===== src/rtl/pas_pkg.sv =====
package pas_pkg;
  localparam int OP_W = 3;

  typedef enum logic [OP_W-1:0] {
    OP_NEXT  = 3'd0,
    OP_JUMP  = 3'd1,
    OP_CALL  = 3'd2,
    OP_RETLW = 3'd3,
    OP_SKIP  = 3'd4,
    OP_PCLWR = 3'd5
  } seq_op_e;
endpackage


===== src/rtl/pas_target_gen.sv =====
module pas_target_gen
  import pas_pkg::*;
#(
  parameter int ADDR_W = 11,
  parameter int IMPL_W = 11,
  parameter int PAGE_W = 3,
  parameter int DATA_W = 8
) (
  input  seq_op_e           op_i,
  input  logic [ADDR_W-1:0] pc_i,
  input  logic [PAGE_W-1:0] page_i,
  input  logic [DATA_W:0]   lit_i,
  input  logic [DATA_W-1:0] wdata_i,
  input  logic [ADDR_W-1:0] stack_top_i,
  output logic [ADDR_W-1:0] next_o,
  output logic [ADDR_W-1:0] ret_addr_o,
  output logic              push_o,
  output logic              pop_o
);
  localparam int FULL_W = PAGE_W + DATA_W + 1;
  localparam logic [ADDR_W-1:0] IMPL_MASK = ADDR_W'((64'd1 << IMPL_W) - 64'd1);

  logic [FULL_W-1:0] jump_full, call_full, pclw_full;

  // Page bits sit above the 9-bit literal; call and low-byte write clear bit 8
  assign jump_full = {page_i, lit_i};
  assign call_full = {page_i, 1'b0, lit_i[DATA_W-1:0]};
  assign pclw_full = {page_i, 1'b0, wdata_i};

  assign ret_addr_o = (pc_i + 1'b1) & IMPL_MASK;

  always_comb begin
    push_o = 1'b0;
    pop_o  = 1'b0;
    case (op_i)
      OP_JUMP:  next_o = ADDR_W'(jump_full) & IMPL_MASK;
      OP_CALL: begin
        next_o = ADDR_W'(call_full) & IMPL_MASK;
        push_o = 1'b1;
      end
      OP_RETLW: begin
        next_o = stack_top_i & IMPL_MASK;
        pop_o  = 1'b1;
      end
      OP_PCLWR: next_o = ADDR_W'(pclw_full) & IMPL_MASK;
      default:  next_o = ret_addr_o;
    endcase
  end
endmodule


===== src/rtl/pas_ret_stack.sv =====
module pas_ret_stack #(
  parameter int ADDR_W = 11
) (
  input  logic              clk,
  input  logic              rst,
  input  logic              push_i,
  input  logic              pop_i,
  input  logic [ADDR_W-1:0] push_addr_i,
  output logic [ADDR_W-1:0] top_o
);
  logic [ADDR_W-1:0] top_q, bot_q;

  always_ff @(posedge clk) begin
    if (rst) begin
      top_q <= '0;
      bot_q <= '0;
    end else if (push_i) begin
      bot_q <= top_q;
      top_q <= push_addr_i;
    end else if (pop_i) begin
      top_q <= bot_q;
    end
  end

  assign top_o = top_q;


  push_shift_chk: assert property (@(posedge clk) disable iff (rst)
    push_i |=> (bot_q == $past(top_q)) && (top_q == $past(push_addr_i)));


  pop_dup_chk: assert property (@(posedge clk) disable iff (rst)
    (pop_i && !push_i) |=> (top_q == $past(bot_q)) && $stable(bot_q));
endmodule


===== src/rtl/prog_addr_seq.sv =====
module prog_addr_seq
  import pas_pkg::*;
#(
  parameter int ADDR_W = 11,
  parameter int IMPL_W = 11,
  parameter int PAGE_W = 3,
  parameter int DATA_W = 8
) (
  input  logic              clk,
  input  logic              rst,
  input  logic [OP_W-1:0]   op_i,
  input  logic [DATA_W:0]   lit_i,
  input  logic [PAGE_W-1:0] page_i,
  input  logic              skip_cond_i,
  input  logic [DATA_W-1:0] wdata_i,
  output logic [ADDR_W-1:0] fetch_addr_o,
  output logic [DATA_W-1:0] pcl_o,
  output logic              bubble_o,
  output logic              wreg_we_o,
  output logic [DATA_W-1:0] wreg_o
);
  localparam logic [ADDR_W-1:0] IMPL_MASK = ADDR_W'((64'd1 << IMPL_W) - 64'd1);

  logic [ADDR_W-1:0] pc_q, next_pc, ret_addr, stack_top;
  logic              bubble_q, push, pop;
  seq_op_e           eff_op;

  // The slot after a taken skip runs as a no-op whatever is presented
  assign eff_op = bubble_q ? OP_NEXT : seq_op_e'(op_i);

  pas_target_gen #(
    .ADDR_W(ADDR_W), .IMPL_W(IMPL_W), .PAGE_W(PAGE_W), .DATA_W(DATA_W)
  ) u_tgt (
    .op_i        (eff_op),
    .pc_i        (pc_q),
    .page_i      (page_i),
    .lit_i       (lit_i),
    .wdata_i     (wdata_i),
    .stack_top_i (stack_top),
    .next_o      (next_pc),
    .ret_addr_o  (ret_addr),
    .push_o      (push),
    .pop_o       (pop)
  );

  pas_ret_stack #(.ADDR_W(ADDR_W)) u_stk (
    .clk         (clk),
    .rst         (rst),
    .push_i      (push),
    .pop_i       (pop),
    .push_addr_i (ret_addr),
    .top_o       (stack_top)
  );

  always_ff @(posedge clk) begin
    if (rst) begin
      pc_q      <= IMPL_MASK;
      bubble_q  <= 1'b0;
      wreg_we_o <= 1'b0;
      wreg_o    <= '0;
    end else begin
      pc_q      <= next_pc;
      bubble_q  <= (eff_op == OP_SKIP) && skip_cond_i;
      wreg_we_o <= (eff_op == OP_RETLW);
      if (eff_op == OP_RETLW) wreg_o <= lit_i[DATA_W-1:0];
    end
  end

  assign fetch_addr_o = pc_q;
  assign pcl_o        = pc_q[DATA_W-1:0];
  assign bubble_o     = bubble_q;


  advance_step_chk: assert property (@(posedge clk) disable iff (rst)
    (eff_op == OP_NEXT) |=> fetch_addr_o == (($past(fetch_addr_o) + 1'b1) & IMPL_MASK));


  call_low_half_chk: assert property (@(posedge clk) disable iff (rst)
    (eff_op == OP_CALL) |=> !fetch_addr_o[8]);


  bubble_single_chk: assert property (@(posedge clk) disable iff (rst)
    bubble_o |=> !bubble_o);


  bubble_advance_chk: assert property (@(posedge clk) disable iff (rst)
    bubble_o |=> fetch_addr_o == (($past(fetch_addr_o) + 1'b1) & IMPL_MASK));


  retlw_wreg_chk: assert property (@(posedge clk) disable iff (rst)
    (eff_op == OP_RETLW) |=> wreg_we_o && (wreg_o == $past(lit_i[DATA_W-1:0])));


  pcl_view_chk: assert property (@(posedge clk) disable iff (rst)
    pcl_o == fetch_addr_o[DATA_W-1:0]);
endmodule


===== config.mk =====
export PLATFORM = sky130hd
export DESIGN_NAME = prog_addr_seq
export DESIGN_NICKNAME = d
export VERILOG_FILES = /design/src/rtl/pas_pkg.sv /design/src/rtl/pas_target_gen.sv /design/src/rtl/pas_ret_stack.sv /design/src/rtl/prog_addr_seq.sv
export SDC_FILE = /design/constraint.sdc
export NUM_CORES = 1
export LEC_CHECK = 0
export BUFFER_PORTS_ARGS = -buffer_cell sky130_fd_sc_hd__buf_2
export CORE_MARGIN = 1.5
export CORE_UTILIZATION = 54
export CTS_CLUSTER_SIZE = 25
export DETAILED_ROUTE_END_ITERATION = 16
export PLACE_DENSITY = 0.78
export SYNTH_ARGS = -nofsm -noshare
export SYNTH_HDL_FRONTEND = slang
export SYNTH_HIERARCHICAL = 1
export SYNTH_SLANG_ARGS = --single-unit

===== constraint.sdc =====
create_clock -name clk -period 1.95 [get_ports clk]
set_input_delay 0.2925 -clock clk [delete_from_list [all_inputs] [get_ports clk]]
set_output_delay 0.2925 -clock clk [all_outputs]
set_load 0.005 [all_outputs]

; Word level (Yosys, flattened, before mapping)
; Index checks and enable logic that the tools add are counted.
[word_totals]
ff_bits = 43
in_bits = 26
out_inout_bits = 29
wordCells = 20
[classes]
add_sub_neg = 1
n_eq_ne = 5
muxes = 6
n_reduce_logical = 2
[ops]
columns = cell, n
row1 = one-hot mux 11 bit (4 select lines), 1
row2 = 2-to-1 mux 11 bit, 2
row3 = "adder 11 x 1 -> 11 bit, second input constant", 1
row4 = "== test 3 x 2 -> 1 bit, second input constant", 2
row5 = "== test 3 bit, second input constant", 2
row6 = "== test 3 x 1 -> 1 bit, second input constant", 1
row7 = 2-to-1 mux 3 bit, 1
row8 = 2-to-1 mux 1 bit, 2
row9 = nonzero test 2 bit, 1
row10 = logical AND 1 bit, 1

; Logic depth before layout (Yosys ltp)
[logic_depth]
ltp_word = 5
depth_mapped = 8
mapped_depth_nobuf = 6

; Hierarchy
; Netlist, hierarchy kept.
[by_module_without_submodules]
columns = module, instances, cells_each, area_each_um2, seq_area_each_um2
row1 = pas_ret_stack, 1, 84, 897.1, 440.4
row2 = prog_addr_seq, 1, 75, 822.0, 420.4
row3 = pas_target_gen, 1, 87, 644.4, 0.0

; Worst setup path before layout
; OpenSTA, ideal clock, no wires.
[synth_timing]
kind = reg2reg
startpoint = register bubble_q, in the netlist bubble_o
endpoint = register pc_q[3], in the netlist fetch_addr_o[3]
setup_time_ns = 0.123
arrival_ns = 1.696
required_ns = 1.827
path_slack_ns = 0.130
stages_incl_launch_ff = 7
n_path_buf = 1
period_less_slack_ns = 1.820
path_cell_list = dfxtp_1 > and2b_2 > buf_6 > mux2_4 > a22o_1 > a221o_1 > or2_2
[synth_between]
elab_chain_len = 3
word_cells_on_any_way = 6
classes_between = eq/ne: 4 / mux: 2
[synth_rtl]
columns = element, line
row1 = from (decl), prog_addr_seq.sv:25  ; logic bubble_q, push, pop;
row2 = from (signal assigned), prog_addr_seq.sv:63  ; bubble_q <= (eff_op == OP_SKIP) && skip_cond_i;
row3 = 2-to-1 mux 3 bit (*), prog_addr_seq.sv:29  ; assign eff_op = bubble_q ? OP_NEXT : seq_op_e'(op_i);
row4 = net eff_op[1], prog_addr_seq.sv:26  ; seq_op_e eff_op;
row5 = "== test 3 bit, or another cell as far along", pas_target_gen.sv:35  ; case (op_i)
row6 = one-hot mux 11 bit (4 select lines) (*), pas_target_gen.sv:35
row7 = net next_pc[3], prog_addr_seq.sv:24  ; logic [ADDR_W-1:0] pc_q, next_pc, ret_addr, stack_top;
row8 = to (signal assigned), prog_addr_seq.sv:62  ; pc_q <= next_pc;
row9 = to (decl), prog_addr_seq.sv:24
; Mark *: on every way through the listed nets, which the timed path passes. The rest lies on a longest branch.
; A chain may end at the register's enable or synchronous reset.

; Worst setup path in the final report
; Ends and elaborated chain as after synthesis.

==> reports/results.md <==
| Quantity | This run |
|---|---|
| Hold Buf Count CTS | 0 |
| Final Skew | 0.005830 ns |
| Unrepaired setup endpoints after global routing | false |
| Upper clock frequency limit | 548.1 MHz |
| Worst min-delay path class | input pin to flip-flop |
| Most frequently used flop master after synthesis | dfxtp_1 |
| Synth Area in Adders | 0.5294% |
| CP arrival | 2.01 ns |
| Wire length of the first global-routing pass | 8618 um |
| Via density per instance | 5.517 |
| Sinks on Clock Net | 43 |
| Start of the worst register-to-register path | bubble_o |
| Clk_lat worst skew | 0.30 ns |
| Fraction of layout instances using a drive strength above 1 | 31.21% |
| Count of TritonRoute iterations in the first routing pass | 4 |
| Max_slew headroom | 49.92% |
| Inserted Clock Buffers | 5 |
| Maximum number of pins on one net before global-route repair | 52 |
| Power density cells | 750.8 nW/um^2 |
| Floorplan core area | 4115 um^2 |
| Worst hold path startpoint | skip_cond_i |
| Mean post-synth cell area | 9.608 um^2 |
| Count of vias placed by the detailed router | 1920 |
| Most frequent cells in the layout | 53 x buf_2, 43 x dfxtp_1, 33 x mux2i_1 |
| Min-Delay Path Depth | 2 |
| Number of max-capacitance violations reported | 0 |
| Syn_nets | 273 |
| Synthesis-stage register bit count | 43 |
| Count of standard-cell rows | 23 |
| Layout net count | 324 |
| Mean routed wirelength per cell | 14.66 um |
| Post-Synth XOR/XNOR Area | 3.335% |
| Clock period minus final worst setup slack | 1.825 ns |
| Post-synthesis mux area share | 17.47% |
| Final antenna-violating net count | 0 |
| Count of mapped cells out of synthesis | 246 |
| HPWL after detailed placement | 3808 um |
| Antenna violations before repair | 0 |
| Remaining design rule violation count | 0 |
| Simple-gate share of the synthesized area | 21.02% |
| Sum Neg Setup Slack | 0 ns |
| Overall overflow remaining after global route | 0 |
| Complex-gate fraction of the synthesized area | 13.55% |
| Number of flops mapped to enable cells by yosys | 0 |
| Type of element capturing the critical path | flip-flop |
| Clock tree from TritonCTS | done |
| Chip height | 69.16 um |
| Initial Utilization | 57.43% |
| Slew of the pin with the lowest slew margin | 0.7512 ns |
| Netlist cell types | 47 |
| Violation count after the first detailed-route iteration | 100 |
| Total wirelength of the detailed-routed design | 5101 um |
| Number of buffers between clock root and the deepest sink | 2 |
| Final GP Congestion | 0.8286 |
| Fin. max-slew vios | 0 |
| Sequential area share after synthesis | 36.42% |
| Clk root buf | clkbuf_8 |
| CTS H-tree depth | 2 |
| Worst R2R Path Depth | 5 |
| Tot GR Track Use | 21.97% |
| Worst-path clk slew | 0.07 ns |
| Static leakage power | 1.168 nW |
| Count of pins on the block boundary | 55 |
| Async set or reset register ratio after synthesis | 0% |
| Layout area overhead | 16.89% |
| Worst setup path category | flip-flop to flip-flop |
| Fraction of the cycle the final worst path needs | 93.57% |
| Synthesis warning total | 6 |
| Cell area after technology mapping | 2364 um^2 |
| Port-buffer cells | 53 |
| Worst hold endpoint | bubble_o |
| Leading cell type in the layout, fill and taps excluded | buf_2 |
| Register-to-Register Setup Slack | 0.13 ns |
| Area enclosed by the die boundary | 4783 um^2 |
| Core utilization of the finished layout | 67.13% |
| Crit Path Max Fanout | 10 |
| Reg2Reg Capture Point | fetch_addr_o[3] |
| Max rail drop VDD | 382.4 uV |
| Main combinational cell family by area after synthesis | simple AND/OR/NAND/NOR gates |
| Run status | completed |
| Antenna fix cells | 0 |
| Worst setup SP type | flip-flop |
| Setup-violating endpoint count in the final report | 0 |
| Number of failing hold endpoints at the final stage | 0 |
| Data required time of the worst path | 2.13 ns |
| Vias in the first global route | 1794 |
| DIE WIDTH | 69.16 um |
## kinds of logic after synthesis
logic type / Yosys count
and+or+nand+nor: 85
DFF: 43
AOI/OAI and AO/OA: 40
muxes: 39
buffers and inverters: 29
xor gates and xnor gates: 9
adders and majority gates: 1
## per-stage QoR
stage	hold WS (ns)	cells	area (um^2)	power [mW]	setup slack [ns]
5_1_grt	0.2618	348	2763	2.174	0.005455
3_5_place_dp	0.4650	339	2648	1.471	0.04732
3_3_place_gp	0.4558	339	2648	1.463	0.1059
4_1_cts	0.2622	347	2748	2.082	0.03210
6_report	0.2696	348	2763	2.074	0.1255
2_1_floorplan	0.3653	246	2364	1.334	0.1303
## repair_timing
item | 4_1_cts | 5_1_grt
buffers inserted | 0 | 1
hold endpoints to repair | 0 | 0
resized for setup | 0 | 2
endpoints found under the setup margin | 0 | 19
## worst max path at each step
| stage | startpoint | end | cells after the start |
|---|---|---|---|
| finish | bubble_o | fetch_addr_o[3] | 5 |
| global route | bubble_o | u_stk/top_o[8] | 6 |
| CTS | bubble_o | u_stk/bot_q[7] | 7 |
| detailed placement | op_i[1] | u_stk/top_o[8] | 7 |
| global placement | op_i[1] | u_stk/top_o[8] | 7 |
| floorplan | bubble_o | fetch_addr_o[3] | 6 |
## flip-flops by register name (all words and copies together), names as in the netlist
| name | flops |
|---|---|
| u_stk/bot_q | 11 |
| u_stk/top_o | 11 |
| bubble_o | 1 |
| wreg_we_o | 1 |
| wreg_o | 8 |
| fetch_addr_o | 11 |
## synthesized netlist by cell type (2+ instances only)
cell | n | area, um^2
a21oi_1 | 2 | 10.01
and3_1 | 3 | 18.77
a22oi_1 | 3 | 22.52
a221oi_1 | 2 | 17.52
nor2b_1 | 13 | 81.33
nor2_1 | 16 | 60.06
a21o_1 | 2 | 15.01
a221o_1 | 4 | 40.04
dfxtp_1 | 43 | 860.8
or2_2 | 5 | 31.28
buf_6 | 4 | 45.04
nor3_1 | 2 | 10.01
xor2_1 | 2 | 17.52
mux2i_1 | 33 | 330.3
nand4_1 | 4 | 25.02
mux2_2 | 2 | 22.52
and2b_2 | 4 | 35.03
buf_4 | 10 | 75.07
mux2_4 | 4 | 60.06
o21ai_0 | 3 | 15.01
a22o_1 | 5 | 43.79
nand3_1 | 4 | 20.02
buf_2 | 4 | 20.02
nand2_1 | 6 | 22.52
clkbuf_1 | 4 | 15.01
xnor2_1 | 7 | 61.31
inv_1 | 6 | 22.52
or2_1 | 6 | 37.54
nand2b_1 | 16 | 100.1
a211oi_1 | 10 | 75.07
## cell type report
cell class | count | area (um^2)
clock buffers | 8 | 100.1
inverters | 6 | 22.52
multi-input cells | 174 | 1334
flip-flops and latches | 43 | 860.8
repair buffers | 67 | 382.9
fillers | 338 | 1353
well taps | 50 | 62.56
## critical path, stage by stage (launching register included)
cell     delay (ns)
dfxtp_1        0.34
and2b_4        0.34
mux2_4         0.31
a22o_1         0.19
a221o_1        0.28
or2_2          0.26
## routing by layer
layer,GRT usage [%],share of wire [%],up-vias
met2,33.87,44,48
met1,30.87,50,896
li1,-,-,969
met4,6.100,1.6,0
met3,4.971,4.4,7
met5,0,0,-
## power by group
part | total (mW) | switching (mW) | internal [mW] | leakage [nW]
sequential | 0.976 | 0.0470 | 0.929 | 0.352
combinational | 0.488 | 0.243 | 0.245 | 0.765
clock | 0.610 | 0.286 | 0.323 | 0.0515
total | 2.07 | 0.577 | 1.50 | 1.17
(Power assumes the default switching activity.)
